--- config.mk ---
export PLATFORM = sky130hd
export DESIGN_NAME = bitband_xlate
export DESIGN_NICKNAME = d
export VERILOG_FILES = /design/src/rtl/bbx_pkg.sv /design/src/rtl/bbx_decode.sv /design/src/rtl/bbx_bitop.sv /design/src/rtl/bbx_seq.sv /design/src/rtl/bitband_xlate.sv
export SDC_FILE = /design/constraint.sdc
export NUM_CORES = 1
export LEC_CHECK = 0
export BUFFER_PORTS_ARGS = -buffer_cell sky130_fd_sc_hd__buf_2
export CAP_MARGIN = 40
export CELL_PAD_IN_SITES_DETAIL_PLACEMENT = 1
export CELL_PAD_IN_SITES_GLOBAL_PLACEMENT = 1
export CORE_ASPECT_RATIO = 1.2
export CORE_MARGIN = 3
export CORE_UTILIZATION = 31
export DETAILED_ROUTE_END_ITERATION = 6
export PLACE_DENSITY = 0.74
export SYNTH_ARGS = -nofsm -noshare
export SYNTH_HDL_FRONTEND = slang
export SYNTH_HIERARCHICAL = 1
export SYNTH_SLANG_ARGS = --single-unit
--- constraint.sdc ---
create_clock -name clk -period 1.9 [get_ports clk]
set_input_delay 0.095 -clock clk [delete_from_list [all_inputs] [get_ports clk]]
set_output_delay 0.095 -clock clk [all_outputs]
set_load 0.02 [all_outputs]
--- src/rtl/bbx_pkg.sv ---
package bbx_pkg;

    localparam int AW = 32;
    localparam int DW = 32;
    localparam int BIDX_W = $clog2(DW);

    localparam logic [1:0] SZ_BYTE = 2'd0;
    localparam logic [1:0] SZ_HALF = 2'd1;
    localparam logic [1:0] SZ_WORD = 2'd2;

    typedef enum logic [2:0] {
        ST_IDLE,
        ST_RD_REQ,
        ST_RD_WAIT,
        ST_WR_REQ,
        ST_WR_WAIT,
        ST_RESP
    } bbx_state_e;

    typedef struct packed {
        logic [AW-1:0]     taddr;
        logic [1:0]        size;
        logic [BIDX_W-1:0] bidx;
        logic              we;
        logic              wbit;
    } bbx_txn_t;

    function automatic logic size_legal(logic [1:0] sz);
        return sz != 2'd3;
    endfunction

    function automatic logic [DW-1:0] lane_mask(logic [1:0] sz);
        case (sz)
            SZ_BYTE: return DW'(32'h0000_00FF);
            SZ_HALF: return DW'(32'h0000_FFFF);
            default: return {DW{1'b1}};
        endcase
    endfunction

    function automatic logic [BIDX_W-1:0] idx_mask(logic [1:0] sz);
        case (sz)
            SZ_BYTE: return BIDX_W'(7);
            SZ_HALF: return BIDX_W'(15);
            default: return BIDX_W'(31);
        endcase
    endfunction

    function automatic logic [AW-1:0] align_down(logic [AW-1:0] a, logic [1:0] sz);
        case (sz)
            SZ_BYTE: return a;
            SZ_HALF: return {a[AW-1:1], 1'b0};
            default: return {a[AW-1:2], 2'b00};
        endcase
    endfunction

endpackage

--- src/rtl/bbx_decode.sv ---
module bbx_decode
    import bbx_pkg::*;
#(
    parameter int NWIN = 2,
    parameter int WIN_BITS = 25,
    parameter logic [NWIN-1:0][AW-1:0] ALIAS_BASES  = {32'h4200_0000, 32'h2200_0000},
    parameter logic [NWIN-1:0][AW-1:0] TARGET_BASES = {32'h4000_0000, 32'h2000_0000}
) (
    input  logic [AW-1:0] addr,
    input  logic [1:0]    size,
    input  logic          we,
    input  logic          wbit,
    output logic          hit,
    output bbx_txn_t      txn
);
    localparam int TOFF_W = WIN_BITS - 5;

    logic [NWIN-1:0]          win_hit;
    logic [NWIN-1:0][AW-1:0]  win_tgt;
    logic [AW-1:0]            raw_tgt;
    logic                     unused_lo;

    assign unused_lo = ^addr[1:0];

    for (genvar w = 0; w < NWIN; w++) begin : g_win
        assign win_hit[w] = (addr[AW-1:WIN_BITS] == ALIAS_BASES[w][AW-1:WIN_BITS]);
        assign win_tgt[w] = TARGET_BASES[w] | AW'(addr[WIN_BITS-1:5]);
    end

    // lowest-numbered window wins if two were ever configured to overlap
    always_comb begin
        hit     = 1'b0;
        raw_tgt = '0;
        for (int w = NWIN - 1; w >= 0; w--) begin
            if (win_hit[w]) begin
                hit     = 1'b1;
                raw_tgt = win_tgt[w];
            end
        end
    end

    always_comb begin
        txn.taddr = align_down(raw_tgt, size);
        txn.size  = size;
        txn.bidx  = addr[BIDX_W+1:2] & idx_mask(size);
        txn.we    = we;
        txn.wbit  = wbit;
    end

    initial begin
        if (TOFF_W < 1) $error("WIN_BITS too small");
    end

endmodule

--- src/rtl/bbx_bitop.sv ---
module bbx_bitop
    import bbx_pkg::*;
(
    input  logic [DW-1:0]     rdata,
    input  logic [1:0]        size,
    input  logic [BIDX_W-1:0] bidx,
    input  logic              wbit,
    output logic              rbit,
    output logic [DW-1:0]     merged
);
    logic [DW-1:0] lanes;
    logic [DW-1:0] sel;

    always_comb begin
        lanes  = rdata & lane_mask(size);
        sel    = DW'(1) << bidx;
        rbit   = |(lanes & sel);
        merged = wbit ? (lanes | sel) : (lanes & ~sel);
    end

endmodule

--- src/rtl/bbx_seq.sv ---
module bbx_seq
    import bbx_pkg::*;
(
    input  logic          clk,
    input  logic          rst,
    input  logic          s_req,
    input  logic          req_hit,
    input  bbx_txn_t      req_txn,
    input  logic          m_ready,
    input  logic          m_err,
    input  logic          rbit,
    input  logic [DW-1:0] merged,
    output logic          s_ready,
    output logic          s_rsp_valid,
    output logic [DW-1:0] s_rdata,
    output logic          s_err,
    output logic          m_rd,
    output logic          m_wr,
    output bbx_txn_t      txn_q,
    output logic [DW-1:0] m_wdata
);
    bbx_state_e    state;
    logic [DW-1:0] wdata_q;
    logic          rbit_q;
    logic          err_q;

    always_ff @(posedge clk) begin
        if (rst) begin
            state   <= ST_IDLE;
            txn_q   <= '0;
            wdata_q <= '0;
            rbit_q  <= 1'b0;
            err_q   <= 1'b0;
        end else begin
            case (state)
                ST_IDLE: begin
                    if (s_req) begin
                        txn_q  <= req_txn;
                        rbit_q <= 1'b0;
                        err_q  <= 1'b0;
                        if (req_hit && size_legal(req_txn.size)) begin
                            state <= ST_RD_REQ;
                        end else begin
                            err_q <= 1'b1;
                            state <= ST_RESP;
                        end
                    end
                end
                ST_RD_REQ: state <= ST_RD_WAIT;
                ST_RD_WAIT: begin
                    if (m_ready) begin
                        if (m_err) begin
                            err_q <= 1'b1;
                            state <= ST_RESP;
                        end else if (txn_q.we) begin
                            wdata_q <= merged;
                            state   <= ST_WR_REQ;
                        end else begin
                            rbit_q <= rbit;
                            state  <= ST_RESP;
                        end
                    end
                end
                ST_WR_REQ: state <= ST_WR_WAIT;
                ST_WR_WAIT: begin
                    if (m_ready) begin
                        err_q <= m_err;
                        state <= ST_RESP;
                    end
                end
                ST_RESP: state <= ST_IDLE;
                default: state <= ST_IDLE;
            endcase
        end
    end

    assign s_ready     = (state == ST_IDLE);
    assign s_rsp_valid = (state == ST_RESP);
    assign s_rdata     = {{(DW-1){1'b0}}, rbit_q};
    assign s_err       = err_q;
    assign m_rd        = (state == ST_RD_REQ);
    assign m_wr        = (state == ST_WR_REQ);
    assign m_wdata     = wdata_q;

endmodule

--- src/rtl/bitband_xlate.sv ---
module bitband_xlate
    import bbx_pkg::*;
#(
    parameter int NWIN = 2,
    parameter int WIN_BITS = 25,
    parameter logic [NWIN-1:0][AW-1:0] ALIAS_BASES  = {32'h4200_0000, 32'h2200_0000},
    parameter logic [NWIN-1:0][AW-1:0] TARGET_BASES = {32'h4000_0000, 32'h2000_0000}
) (
    input  logic          clk,
    input  logic          rst,
    input  logic          s_req,
    input  logic [AW-1:0] s_addr,
    input  logic [1:0]    s_size,
    input  logic          s_we,
    input  logic [DW-1:0] s_wdata,
    output logic          s_ready,
    output logic          s_rsp_valid,
    output logic [DW-1:0] s_rdata,
    output logic          s_err,
    output logic          m_rd,
    output logic          m_wr,
    output logic [AW-1:0] m_addr,
    output logic [1:0]    m_size,
    output logic [DW-1:0] m_wdata,
    input  logic          m_ready,
    input  logic [DW-1:0] m_rdata,
    input  logic          m_err
);
    logic          req_hit;
    bbx_txn_t      req_txn;
    bbx_txn_t      txn_q;
    logic          rbit;
    logic [DW-1:0] merged;
    logic          unused_wdata;

    assign unused_wdata = ^s_wdata[DW-1:1];

    bbx_decode #(
        .NWIN(NWIN),
        .WIN_BITS(WIN_BITS),
        .ALIAS_BASES(ALIAS_BASES),
        .TARGET_BASES(TARGET_BASES)
    ) u_decode (
        .addr(s_addr),
        .size(s_size),
        .we(s_we),
        .wbit(s_wdata[0]),
        .hit(req_hit),
        .txn(req_txn)
    );

    bbx_bitop u_bitop (
        .rdata(m_rdata),
        .size(txn_q.size),
        .bidx(txn_q.bidx),
        .wbit(txn_q.wbit),
        .rbit(rbit),
        .merged(merged)
    );

    bbx_seq u_seq (
        .clk(clk),
        .rst(rst),
        .s_req(s_req),
        .req_hit(req_hit),
        .req_txn(req_txn),
        .m_ready(m_ready),
        .m_err(m_err),
        .rbit(rbit),
        .merged(merged),
        .s_ready(s_ready),
        .s_rsp_valid(s_rsp_valid),
        .s_rdata(s_rdata),
        .s_err(s_err),
        .m_rd(m_rd),
        .m_wr(m_wr),
        .txn_q(txn_q),
        .m_wdata(m_wdata)
    );

    assign m_addr = txn_q.taddr;
    assign m_size = txn_q.size;

endmodule

==> results.md <==
* Min cycle time layout at slightly below 2000 ps
* Dpl ws at -137.3 ps
* Most frequent cells after synthesis: nand2_1, a21oi_1, dfxtp_1
* Global Route met3 Usage at 0.05047
* Critical Path Source: u_seq/txn_q[2]$_SDFFE_PP0P_
* Drt total wl at between 15000 and 20000 um
* DR iter-0 viols at 237
* Share of cells above drive strength 1 at 0.3342
* Vias after detailed routing at between 4000 and 5000
* Total GRT Usage at 0.1923
* Main synth FF type: dfxtp_1
* Die area at 0.01753 sq mm
* HP Class: in -> reg
* Crit path kind: reg -> reg
* Drt pass-1 iters at 4
* Crit Path Max Fanout at 8
* Critical Path Slowest Stage Cell: or4_4
* Worst path top cell family by delay: simple AND/OR/NAND/NOR gates
* Chip Height at about 140 um
* Largest net degree at the start of global routing at 34
* Total power at 0.005086 W
* Post-Place Cell Area at between 0.005 and 0.006 sq mm
* WHS Path Cells at 3
* Worst EP arrival at between 2000 and 2500 ps
* Number of buffers on the longest clock path at 2
* Hold_sp: s_wdata[0]
* Final Cell Area at a little over 0.006 sq mm
* Cell Chain, Critical Path: buf_4 > nor3b_2 > buf_4 > a31oi_1 > nand4_1 > or4_4 > nand4_1 > a31oi_1
* Routability cong. at between 0.9 and 1
* Most numerous cell in the Yosys netlist: nand2_1
* Ports at roughly 210
* Cts bufs inserted at 9
* Die width at 121.4 um
* Area leader, netlist: dfxtp_1
* WP buf/inv at 2
* Routed vias/inst at 4.967
* FMAX at ~510 MHz
* H-tree levels at 3
* DP HPWL at about 13000 um
* Flop2flop setup slack at -40 ps
* Seq/Total Area, Yosys at 0.3155
* CP required at approximately 2100 ps
* CTS tree: done
* PwrDens at 823.3 mW/mm^2
* Final Cycle Share at 1.022
* Synthesized area per cell at roughly 7.6 sq um
* Initial antenna violation count at 1
* Number of max-cap violations at 0
* Synthesized area at approximately 0.005 sq mm
* Met1 Resource Use GR at 0.2307
* Layout Nets at approximately 900
* Status: finished with violations
* Met2 usage in global routing at 0.3310
* Number of diodes at 0
* Clock sinks at a little under 80
* DP Cell Count at between 900 and 1000
* Initial core utilization at 0.3229
* CTS Root Cell: clkbuf_16
* Routed Antenna Nets at 0
* Min-Delay Endpoint: u_seq/txn_q[0]$_SDFFE_PP0P_
* Ys Warns at 6
* Final Max Tran Viols at 0
* Final WS setup at -42.67 ps
* R2r endpoint: u_seq/rbit_q$_SDFFE_PP0P_
* Clk_lat worst skew at between 300 and 400 ps
* Fill cells at around 2000
* Setup violators final at 1
* Num rows at 49
* Area Overhead vs Synth at 24.82%
* Synthesized flop and latch total at 78
* Max incr delay on CP at about 550 ps
* RSZ-0062 raised after global routing: yes
* Final Hold Fails at 0
* VDD IR max at 0.3654 mV
* CP Capture Type: flip-flop
* Core area at 0.01533 sq mm
* Post-route DRC at 0
* Gr busiest metal: met2
* Final Skew at between 9 and 10 ps
* Setup Buffers After CTS at 0
* Final Instance Count excl. Fillers at 1000
* Yosys top cell area share at 0.3155
* Clk slew on worst S/H paths at approximately 60 ps
* Avg WL per Cell at 16.89 um
* Number of enable flip-flop cells after synthesis at 0
* Async SR Flop Fraction at 0
* # port buffers at ~140
* Failing checks: setup timing
* Synth area leaders: dfxtp_1, nand2_1, a21oi_1
* Leakage at 2.624 nW
* Startpoint Class: flip-flop
* Reg2reg path depth at 8
* Worst reg2reg startpoint: u_seq/txn_q[2]$_SDFFE_PP0P_
* Vias in the first global route at between 5000 and 6000
* First-pass GRT wire length at between 20000 and 30000 um
* Synth unique cells at 66
* Core Util, Final at 0.4031
* Total grt overflow at 0
* Synth Instances at 649
state kept, by name, indices dropped and copies added (netlist names):
register,count
u_seq/txn_q,41
u_seq/rbit_q,1
u_seq/m_wdata,32
u_seq/state,3
u_seq/s_err,1
routing by layer:
metal	vias up	wire, um
met5	-	14
met4	2	429
met3	27	1207
met2	155	8082
met1	2325	7152
li1	2458	-
cell families (layout without fill, tap and decap cells):
| logic type | count (synthesis) | in the layout | share of synthesized area |
|---|---|---|---|
| AO/OA/AOI/OAI | 154 | 154 | 0.1795 |
| XOR/XNOR | 2 | 2 | 0.003540 |
| buffers and inverters | 116 | 224 | 0.1504 |
| flip-flops | 78 | 78 | 0.3155 |
| multiplexers | 14 | 14 | 0.03387 |
| other | 2 | 41 | 0.001517 |
| AND/OR/NAND/NOR | 283 | 283 | 0.3157 |
layout make-up:
type	instances	area, sq um	area share
multi-input cells	494	2830	0.4581
well taps	204	255.2	0.04131
clock buffers	11	232.7	0.03767
repair buffers	204	1182	0.1914
inverters	4	15.01	0.002430
flip-flops and latches	78	1580	0.2558
clock inverters	5	82.58	0.01337
tightest hold or removal path, cell delays in order:
cell and delay (ps):
buf_2 100, nand2_1 70, a21oi_1 60
per-stage QoR:
stage | hold slack [ps] | setup TNS [ps]
after global routing | 39.18 | -133.3
after CTS | 15.60 | -40.06
after global placement | 340.1 | -147.2
final | 28.30 | -42.67
after floorplan | 258.5 | 0
after detailed placement | 359.4 | -202.4
placed cells by master (no fill, tap or decap), drive strengths merged, types with 3 or more instances in the layout:
cell type	instances
a211oi	4
a21oi	80
a311o	3
and2	4
and3	3
buf	203
clkbuf	11
clkinv	3
conb	41
dfxtp	78
inv	4
mux2	9
mux2i	4
nand2	135
nand2b	6
nand3	70
nand3b	3
nor2	9
nor2b	8
nor3	4
nor4	3
nor4b	20
o211ai	13
o21ai	37
or2	3
timing repair:
item                       4_1_cts  5_1_grt
pin swaps                        4        5
resized for setup               10        4
setup endpoints to repair        3        3
hold endpoints to repair         1        0
hold buffers                     1        0
how the worst max path moves through the flow:
stage | to | slack, ps | cells past startpoint
6_report | u_seq/rbit_q$_SDFFE_PP0P_ | -40 | 8
5_1_grt | u_seq/rbit_q$_SDFFE_PP0P_ | -130 | 8
4_1_cts | u_seq/rbit_q$_SDFFE_PP0P_ | -40 | 6
3_5_place_dp | u_seq/rbit_q$_SDFFE_PP0P_ | -140 | 7
3_3_place_gp | u_seq/rbit_q$_SDFFE_PP0P_ | -120 | 8
2_1_floorplan | u_seq/rbit_q$_SDFFE_PP0P_ | 2 | 8
power breakdown:
| group | internal, W | leakage, nW | total, W | switching [W] |
|---|---|---|---|---|
| sequential | 0.00170 | 0.636 | 0.00179 | 0.0000828 |
| combinational | 0.000512 | 1.83 | 0.00143 | 0.000923 |
| clock | 0.00116 | 0.154 | 0.00186 | 0.000707 |
| total | 0.00337 | 2.62 | 0.00509 | 0.00171 |
(Power assumes the default switching activity.)
